## config.mk

```make
export PLATFORM = sky130hd
export DESIGN_NAME = wdt_window_keyed
export DESIGN_NICKNAME = d
export VERILOG_FILES = /design/src/rtl/wdt_pkg.sv /design/src/rtl/wdt_regs.sv /design/src/rtl/wdt_core.sv /design/src/rtl/wdt_status.sv /design/src/rtl/wdt_window_keyed.sv
export SDC_FILE = /design/constraint.sdc
export NUM_CORES = 1
export LEC_CHECK = 0
export BUFFER_PORTS_ARGS = -buffer_cell sky130_fd_sc_hd__buf_4
export CAP_MARGIN = 10
export CORE_AREA = 2 2 91 93
export CTS_CLUSTER_SIZE = 12
export DETAILED_ROUTE_END_ITERATION = 8
export DIE_AREA = 0 0 93 95
export GPL_TIMING_DRIVEN = 0
export HOLD_SLACK_MARGIN = 0.08
export PLACE_DENSITY_LB_ADDON = 0.12
export REMOVE_ABC_BUFFERS = 1
export SLEW_MARGIN = 25
export SYNTH_ARGS = -nofsm -noshare
export SYNTH_HDL_FRONTEND = slang
export SYNTH_SLANG_ARGS = --single-unit
```

## constraint.sdc

```tcl
create_clock -name clk_i -period 6.1 [get_ports clk_i]
set_clock_uncertainty 0.1 [all_clocks]
set_input_delay 0 -clock clk_i [delete_from_list [all_inputs] [get_ports clk_i]]
set_output_delay 0 -clock clk_i [all_outputs]
set_load 0.05 [all_outputs]
```

## src/rtl/wdt_pkg.sv

```systemverilog
package wdt_pkg;
  localparam int unsigned CNT_W = 12;
  localparam int unsigned DW    = 32;

  localparam int unsigned B_IRQ   = 12;
  localparam int unsigned B_RST   = 13;
  localparam int unsigned B_HIDLE = 14;
  localparam int unsigned B_HDBG  = 15;
  localparam int unsigned B_DLT   = 16;
  localparam int unsigned B_DIS   = 31;

  typedef enum logic [1:0] {
    REG_CTRL = 2'd0,
    REG_MODE = 2'd1,
    REG_STAT = 2'd2
  } reg_sel_e;

  typedef struct packed {
    logic             dis;
    logic             halt_dbg;
    logic             halt_idle;
    logic             rst_en;
    logic             irq_en;
    logic [CNT_W-1:0] delta;
    logic [CNT_W-1:0] reload;
  } mode_t;

  localparam mode_t MODE_RST = '{
    dis: 1'b1, halt_dbg: 1'b0, halt_idle: 1'b0, rst_en: 1'b0, irq_en: 1'b0,
    delta: {CNT_W{1'b1}}, reload: {CNT_W{1'b1}}
  };

  function automatic logic [DW-1:0] mode_pack(mode_t m);
    logic [DW-1:0] w;
    w                      = '0;
    w[CNT_W-1:0]           = m.reload;
    w[B_DLT +: CNT_W]      = m.delta;
    w[B_IRQ]               = m.irq_en;
    w[B_RST]               = m.rst_en;
    w[B_HIDLE]             = m.halt_idle;
    w[B_HDBG]              = m.halt_dbg;
    w[B_DIS]               = m.dis;
    return w;
  endfunction
endpackage

```

## src/rtl/wdt_regs.sv

```systemverilog
module wdt_regs
  import wdt_pkg::*;
#(
  parameter logic [7:0]  KEY       = 8'hA5,
  parameter int unsigned LOCK_SLOW = 3
) (
  input  logic          clk_i,
  input  logic          rst_ni,
  input  logic          slow_tick_i,
  input  logic          sel_i,
  input  logic          we_i,
  input  logic [1:0]    addr_i,
  input  logic [DW-1:0] wdata_i,
  input  logic [1:0]    stat_i,
  output logic [DW-1:0] rdata_o,
  output mode_t         mode_o,
  output logic          restart_o,
  output logic          stat_rd_o,
  output logic          locked_o
);
  localparam int unsigned LCK_W = $clog2(LOCK_SLOW + 1);

  reg_sel_e         sel_reg;
  logic             wr_ok;
  logic             mode_wr;
  logic [LCK_W-1:0] lock_cnt;
  mode_t            mode_q;
  logic             unused_wd;

  assign sel_reg   = reg_sel_e'(addr_i);
  assign locked_o  = (lock_cnt != '0);
  assign wr_ok     = sel_i & we_i & ~locked_o;
  assign restart_o = wr_ok & (sel_reg == REG_CTRL) & (wdata_i[31:24] == KEY) & wdata_i[0];
  assign mode_wr   = wr_ok & (sel_reg == REG_MODE);
  assign stat_rd_o = sel_i & ~we_i & (sel_reg == REG_STAT);
  assign mode_o    = mode_q;
  assign unused_wd = ^{wdata_i[30:28], wdata_i[23:1]};

  always_ff @(posedge clk_i or negedge rst_ni) begin
    if (!rst_ni) begin
      mode_q <= MODE_RST;
    end else if (mode_wr) begin
      mode_q.dis       <= wdata_i[B_DIS];
      mode_q.halt_dbg  <= wdata_i[B_HDBG];
      mode_q.halt_idle <= wdata_i[B_HIDLE];
      mode_q.rst_en    <= wdata_i[B_RST];
      mode_q.irq_en    <= wdata_i[B_IRQ];
      // timing fields frozen while the stored disable bit is set
      if (!mode_q.dis) begin
        mode_q.reload <= wdata_i[CNT_W-1:0];
        mode_q.delta  <= wdata_i[B_DLT +: CNT_W];
      end
    end
  end

  always_ff @(posedge clk_i or negedge rst_ni) begin
    if (!rst_ni) begin
      lock_cnt <= '0;
    end else if (restart_o) begin
      lock_cnt <= LCK_W'(LOCK_SLOW);
    end else if (slow_tick_i && locked_o) begin
      lock_cnt <= lock_cnt - 1'b1;
    end
  end

  always_comb begin
    rdata_o = '0;
    if (sel_i && !we_i) begin
      case (sel_reg)
        REG_MODE: rdata_o = mode_pack(mode_q);
        REG_STAT: rdata_o = {{(DW-2){1'b0}}, stat_i};
        default:  rdata_o = '0;
      endcase
    end
  end
endmodule

```

## src/rtl/wdt_core.sv

```systemverilog
module wdt_core
  import wdt_pkg::*;
#(
  parameter int unsigned PRESC_DIV = 128
) (
  input  logic  clk_i,
  input  logic  rst_ni,
  input  logic  slow_tick_i,
  input  logic  idle_i,
  input  logic  dbg_i,
  input  mode_t mode_i,
  input  logic  restart_i,
  output logic  unf_o,
  output logic  early_o
);
  localparam int unsigned PW = (PRESC_DIV > 1) ? $clog2(PRESC_DIV) : 1;

  logic [PW-1:0]    presc_q;
  logic [CNT_W-1:0] cnt_q;
  logic             run;
  logic             presc_last;
  logic             step;

  assign run        = ~mode_i.dis & ~(mode_i.halt_idle & idle_i) & ~(mode_i.halt_dbg & dbg_i);
  assign presc_last = (presc_q == PW'(PRESC_DIV - 1));
  assign step       = run & slow_tick_i & presc_last;
  assign unf_o      = step & (cnt_q == '0) & ~restart_i;
  assign early_o    = restart_i & ~mode_i.dis & (cnt_q > mode_i.delta);

  always_ff @(posedge clk_i or negedge rst_ni) begin
    if (!rst_ni) begin
      presc_q <= '0;
      cnt_q   <= {CNT_W{1'b1}};
    end else if (restart_i) begin
      presc_q <= '0;
      cnt_q   <= mode_i.reload;
    end else if (run && slow_tick_i) begin
      presc_q <= presc_last ? '0 : presc_q + 1'b1;
      if (presc_last) cnt_q <= (cnt_q == '0) ? mode_i.reload : cnt_q - 1'b1;
    end
  end
endmodule

```

## src/rtl/wdt_status.sv

```systemverilog
module wdt_status (
  input  logic       clk_i,
  input  logic       rst_ni,
  input  logic       unf_i,
  input  logic       early_i,
  input  logic       irq_en_i,
  input  logic       rst_en_i,
  input  logic       clr_i,
  output logic [1:0] stat_o,
  output logic       irq_o,
  output logic       rst_req_o
);
  logic fault;
  assign fault = unf_i | early_i;

  always_ff @(posedge clk_i or negedge rst_ni) begin
    if (!rst_ni) begin
      stat_o    <= '0;
      irq_o     <= 1'b0;
      rst_req_o <= 1'b0;
    end else begin
      // new events win over a clearing read
      stat_o    <= (clr_i ? 2'b00 : stat_o) | {early_i, unf_i};
      rst_req_o <= fault & rst_en_i;
      if (fault && irq_en_i) irq_o <= 1'b1;
      else if (clr_i)        irq_o <= 1'b0;
    end
  end
endmodule

```

## src/rtl/wdt_window_keyed.sv

```systemverilog
module wdt_window_keyed
  import wdt_pkg::*;
#(
  parameter int unsigned PRESC_DIV = 128,
  parameter int unsigned LOCK_SLOW = 3,
  parameter logic [7:0]  KEY       = 8'hA5
) (
  input  logic          clk_i,
  input  logic          rst_ni,
  input  logic          slow_tick_i,
  input  logic          idle_i,
  input  logic          dbg_i,
  input  logic          bus_sel_i,
  input  logic          bus_we_i,
  input  logic [1:0]    bus_addr_i,
  input  logic [DW-1:0] bus_wdata_i,
  output logic [DW-1:0] bus_rdata_o,
  output logic          irq_o,
  output logic          rst_req_o
);
  mode_t      mode_q;
  logic       restart;
  logic       stat_rd;
  logic       locked;
  logic       unf_evt;
  logic       early_evt;
  logic [1:0] stat_q;

  wdt_regs #(.KEY(KEY), .LOCK_SLOW(LOCK_SLOW)) u_regs (
    .clk_i       (clk_i),
    .rst_ni      (rst_ni),
    .slow_tick_i (slow_tick_i),
    .sel_i       (bus_sel_i),
    .we_i        (bus_we_i),
    .addr_i      (bus_addr_i),
    .wdata_i     (bus_wdata_i),
    .stat_i      (stat_q),
    .rdata_o     (bus_rdata_o),
    .mode_o      (mode_q),
    .restart_o   (restart),
    .stat_rd_o   (stat_rd),
    .locked_o    (locked)
  );

  wdt_core #(.PRESC_DIV(PRESC_DIV)) u_core (
    .clk_i       (clk_i),
    .rst_ni      (rst_ni),
    .slow_tick_i (slow_tick_i),
    .idle_i      (idle_i),
    .dbg_i       (dbg_i),
    .mode_i      (mode_q),
    .restart_i   (restart),
    .unf_o       (unf_evt),
    .early_o     (early_evt)
  );

  wdt_status u_stat (
    .clk_i     (clk_i),
    .rst_ni    (rst_ni),
    .unf_i     (unf_evt),
    .early_i   (early_evt),
    .irq_en_i  (mode_q.irq_en),
    .rst_en_i  (mode_q.rst_en),
    .clr_i     (stat_rd),
    .stat_o    (stat_q),
    .irq_o     (irq_o),
    .rst_req_o (rst_req_o)
  );
endmodule

```

== Word level (Yosys, flattened, before mapping) ==
Cells that the tools add are included.
Widths: inputs -> output; s select.
Cells by class
  reductions and logical operators: 14
  muxes and demuxes: 14
  bitwise operators: 27
  equality and inequality tests: 4
  $lt $le $gt $ge: 1
  $add $sub $neg: 3
Operators with widths (count)
  $pmux 32 s2: 1
  $mux 12: 4
  $mux 32: 1
  $mux 7: 3
  $and 1x1->1: 19
  $gt 12x12->1: 1
  $logic_not 12->1: 1
  $sub 12x1->12 const B: 1
  $reduce_bool 2->1: 5
  $eq 8x8->1 const B: 1
  $add 7x1->7 const B: 1
  $eq 7x7->1 const B: 1
  $mux 2: 3
  $not 1->1: 6
  $logic_and 1x1->1: 4
  $reduce_and 2->1: 2
  $eq 2x1->1 const B: 1
  $eq 2x2->1 const B: 1
  $logic_not 2->1: 1
  $mux 1: 2
  $or 2x2->2: 1
  $sub 2x1->2 const B: 1
  $logic_not 1->1: 1
  $or 1x1->1: 1
Storage, ports and cells
  input bits: 41
  flip-flop bits (word level): 54
  logic and storage cells: 76

== Longest topological paths before layout ==
  word-level depth: 11
  mapped depth: 9
  gate-level depth less buffers: 8

== Hierarchy ==
A second synthesis with hierarchy kept.
Unflattened totals
  cell total of the unflattened synthesis: 325
  area total of the unflattened synthesis: 3444.6 µm²
Modules (own cells, without submodules)
  wdt_regs: times used 1, cells an instance 128, area each 1690.4 µm², seq. area each 807.0 µm²
  wdt_core: times used 1, cells an instance 186, area each 1614.0 µm², seq. area each 490.5 µm²
  wdt_status: times used 1, cells an instance 11, area each 140.1 µm², seq. area each 100.1 µm²

== Worst setup path after synthesis ==
Ideal clock, no wire load.
  path kind: reg-to-reg
  from: reg u_regs.mode_o[15] (netlist name)
  to: reg u_stat.irq_o
  clock period less this slack: 2.036 ns
  cell stages (with the launch flop): 9
  library setup time: 0.121 ns
  slack: 4.064 ns
  arrival: 1.815 ns
  cells stage by stage: dfstp_2 -> inv_1 -> ha_1 -> a21oi_1 -> nand3_1 -> a221o_1 -> o21ai_0 -> nand2_1 -> a22o_1
On the way
  cells in the longest elaborated chain, start to end: 5
Ends and longest elaborated chain
  $gt 12x12->1 *: RTL line wdt_core.sv:28  | assign early_o = restart_i & ~mode_i.dis & (cnt_q > mode_i.delta);
  $and 1x1->1 *: RTL line wdt_core.sv:28
  $or 1x1->1 *: RTL line wdt_status.sv:14  | assign fault = unf_i | early_i;
  $logic_and 1x1->1 *: RTL line wdt_status.sv:25  | if (fault && irq_en_i) irq_o <= 1'b1;
  $mux 1 or $reduce_bool 2->1 (tied branches)
  to (signal assigned): RTL line wdt_status.sv:19  | irq_o <= 1'b0;
  to (signal assigned): RTL line wdt_status.sv:25
  to (signal assigned): RTL line wdt_status.sv:26  | else if (clr_i) irq_o <= 1'b0;
  to (decl): RTL line wdt_status.sv:10  | output logic irq_o,
Mark *: on every way between the ends. The rest lies on a longest branch, timed or not.
A chain may end at the register's enable or synchronous reset.

== Final worst setup path ==
  from: reg u_regs.lock_cnt[0]
  to: reg u_core.cnt_q[5]
On the way
  cells in the longest elaborated chain, start to end: 8
Ends and longest elaborated chain
  from (decl): RTL line wdt_regs.sv:26  | logic [LCK_W-1:0] lock_cnt;
  from (signal assigned): RTL line wdt_regs.sv:60  | lock_cnt <= LCK_W'(LOCK_SLOW);
  from (signal assigned): RTL line wdt_regs.sv:62  | lock_cnt <= lock_cnt - 1'b1;
  $reduce_bool 2->1 *: RTL line wdt_regs.sv:31  | assign locked_o = (lock_cnt != '0);
  $not 1->1 *: RTL line wdt_regs.sv:32  | assign wr_ok = sel_i & we_i & ~locked_o;
  $and 1x1->1 *: RTL line wdt_regs.sv:32
  $and 1x1->1 * (3 in a row): RTL line wdt_regs.sv:33  | assign restart_o = wr_ok & (sel_reg == REG_CTRL) & (wdata_i[31:24] == KEY) & wdata_i[0];
  $reduce_bool 2->1 (no line)
  $reduce_and 2->1 (no line)
  to (signal assigned): RTL line wdt_core.sv:33  | cnt_q <= {CNT_W{1'b1}};
  to (signal assigned): RTL line wdt_core.sv:36  | cnt_q <= mode_i.reload;
  to (signal assigned): RTL line wdt_core.sv:39  | if (presc_last) cnt_q <= (cnt_q == '0) ? mode_i.reload : cnt_q - 1'b1;
  to (decl): RTL line wdt_core.sv:19  | logic [CNT_W-1:0] cnt_q;
Marked as above.

==> run_results.csv <==
group,metric,value,unit
status,status,"finished, final reports clean",
yosys,synth_cells,323,
placed_design,hpwl,5090,um
flow_run,cap_viol_max_count,0,
yosys,synth_edf_count,0,
route,drt-pass1-iter-count,4,
power,clkPwrFrac,0.194,
yosys,synthTopCellsByCount,"dfstp_2 (37), nand2_1 (32), and2_1 (28)",
floorplanning,coreArea,7930,um2
timing,hold_viol_final,0,
hold_path,hold_class,"primary input to flip-flop",
route,viasPerCell,4.92,
route,drt-total-wl,7310,um
critical_path,crit_chain,"inv_1 > ha_1 > nand3_1 > dlygate4sd3_1 > nor4_4 > a21o_2 > nor2_1 > o21ai_0 > o21ai_0",
placed_design,placed_cell_area,3770,um2
global_routing,grt_pass1_wl,12200,um
timing,fin_ws,3.00,ns
route,drtIter0Drc,89,
yosys,synthArstFlopShare,1.00,
timing,timing.final.crit_share,0.508,
clock_network,insertion_delay,0.31,ns
critical_path,required,6.22,ns
yosys,yosys-top-cells-area,"dfstp_2 (31%), dfrtp_1 (13%), ha_1 (7.1%)",
clock_network,cts_tree,"done",
timing,worst_pin_slew,0.907,ns
placed_design,place_ws,3.54,ns
global_routing,antenna_found_initial,0,
timing,finalSetupViolCount,0,
power,seq_power_share,0.516,
floorplanning,io_pins,75,
power,power.switching,392,uW
route,antenna_left,0,
critical_path,slowest_stage,"nor4_4",
clock_network,numCtsBuffers,5,
timing,rsz0062_at_grt,"false",
final_layout,nets,482,
critical_path,crit_buf_inv,2,
floorplanning,row_count,33,
floorplanning,die_y,95,um
critical_path,crit_top_cell,"o21ai_0",
final_layout,syn_to_final_growth,33.3,%
clock_network,cts_max_level,2,
power,leakage,1.92,nW
yosys,yosysTopAreaCell,"dfstp_2",
critical_path,critical-path-top-delay-family,"simple AND/OR/NAND/NOR gates",
timing,finalCriticalPeriod,3.10,ns
clock_network,cts_sinks,54,
power,pwr-share-comb,0.290,
floorplanning,die_w,93,um
timing,fin_tns_setup,0,ns
clock_network,clock-root-buffer,"clkbuf_8",
final_layout,drive_above_1_share,0.347,
yosys,synth_most_common_cell,"dfstp_2",
timing,maxSlewHeadroom,0.391,
critical_path,arrival,3.21,ns
critical_path,crit_type,"flip-flop to flip-flop",
final_layout,final_area,4220,um2
critical_path,critical_path.max_fanout,23,
critical_path,cp-start-kind,"flip-flop",
critical_path,critPathMaxStageDelay,0.77,ns
yosys,synth_cell_types,53,
power,ir_drop,147,uV
route,vias,2604,
power,powerDensity,293,nW/um2
yosys,synth_area_per_cell,9.80,um2
clock_network,path_clk_slew,0.10,ns
route,wl_per_cell,13.8,um
yosys,synth_flop_cell,"dfstp_2",
clock_network,cts_buffer_depth,2,
yosys,yosysSeqAreaShare,0.442,
clock_network,cts_resized,0,
route,drc,0,
global_routing,grt_max_degree,55,
power,internal_power,845,uW
global_routing,grt_pass1_vias,2559,
floorplanning,initial_core_util,0.399,
timing,fmax,323,MHz
yosys,synth_top_area_frac,0.307,
timing,whs,0.0944,ns
placed_design,routabilityCongestion,0.776,
timing,drv_slew,0,
critical_path,cp-end-kind,"flip-flop",
yosys,ys_warn_count,0,
yosys,ys_ff_latch,54,
yosys,syn-cell-area,3160,um2
power,switching_share,0.317,
floorplanning,dieArea,8840,um2
final_layout,diodes,0,
global_routing,grtUsageTotal,0.176,
global_routing,grt_overflow,0,
placed_design,io_buffers,71,
worst reg2reg max path: cells and delay by family (launching register included):
family | cells | cell delay, ns
compound gates | 3 | 0.73
fa+ha+maj | 1 | 0.19
simple gates | 3 | 0.93
flops | 1 | 0.38
buf+inv | 2 | 0.68
metal layers:
layer | up-vias | global-route usage | routed length, um
met3 | 6 | 0.0287 | 269
met5 | - | 0 | 0
li1 | 1319 | - | -
met1 | 1228 | 0.230 | 3400
met2 | 51 | 0.301 | 3560
met4 | 0 | 0.0515 | 89
worst paths after layout:
kind	end	cells after the start	from	slack, ns
max reg2reg	u_core.cnt_q[5]$_DFFE_PN1P_	9	u_regs.lock_cnt[0]$_DFFE_PN0P_	3.00
max in group asynchronous	u_regs.lock_cnt[0]$_DFFE_PN0P_	2	rst_ni	5.26
min	u_core.presc_q[2]$_DFFE_PN0P_	4	bus_wdata_i[28]	0.09
min in group asynchronous	u_stat.stat_o[0]$_DFF_PN0_	2	rst_ni	0.17
max	u_core.cnt_q[5]$_DFFE_PN1P_	9	u_regs.lock_cnt[0]$_DFFE_PN0P_	3.00
min reg2reg	u_stat.stat_o[1]$_DFF_PN0_	2	u_stat.stat_o[1]$_DFF_PN0_	0.39
cells in the final DEF, fill, tap and decap left out, drive strengths merged, types with 2 or more instances in the layout:
cell type    count
and3             2
dfstp           37
o21ai           23
a22oi            2
nand4            4
or4              2
xnor2            2
nand3           10
ha              18
a22o             2
nand2b           2
nor4             5
xor2             4
inv             20
o22ai            3
buf             72
a21oi           16
clkinv           2
conb             3
nand4bb          3
and2            28
a211oi           2
o2bb2ai          4
dfrtp           17
nor3             8
mux2            18
clkbuf           5
nor2b            2
dlygate4sd3     34
nor2            23
nand2           33
a21o             2
nor3b            3
registers in the layout, summed over array words and instances (netlist names):
register / flops
u_core.cnt_q: 12
u_stat.irq_o: 1
u_regs.mode_o: 29
u_regs.lock_cnt: 2
u_stat.rst_req_o: 1
u_core.presc_q: 7
u_stat.stat_o: 2
metrics by stage:
step,util,power [mW],instances
floorplan,-,0.872,310
global placement,0.473,0.973,486
detailed placement,0.475,0.991,487
CTS,0.532,1.26,529
global route,0.532,1.34,529
finish,0.532,1.24,529
power groups by stage:
| stage | Combinational, mW | Clock, mW | Sequential (mW) |
|---|---|---|---|
| 3_3_place_gp | 0.331 | 0 | 0.641 |
| 6_report | 0.359 | 0.240 | 0.638 |
| 3_5_place_dp | 0.346 | 0 | 0.645 |
| 2_1_floorplan | 0.263 | 0 | 0.609 |
| 5_1_grt | 0.415 | 0.264 | 0.661 |
| 4_1_cts | 0.365 | 0.251 | 0.639 |
cells by family after synthesis:
family,after synthesis,synth area share
AO/OA/AOI/OAI,60,0.115
XOR/XNOR,6,0.0166
adder cells (fa/ha/maj),18,0.0712
buffers and inverters,35,0.0518
flip-flops,54,0.442
multiplexers,19,0.0672
other,1,0.00119
AND/OR/NAND/NOR,130,0.236
cell type report:
cell class                      count  area, um2
Clock inverter                      3       40.0
Clock buffer                        5       68.8
Inverter                           20       75.1
Multi-Input combinational cell    236       1620
Tap cell                          105        131
Sequential cell                    54       1400
Timing Repair Buffer              106        888
Fill cell                         791       3710
what timing repair did:
| action | 4_1_cts | 5_1_grt |
|---|---|---|
| buffers inserted | 0 | 0 |
| hold endpoints to repair | 92 | 0 |
| hold buffers | 34 | 0 |
Power figures use the tool's default switching activity.
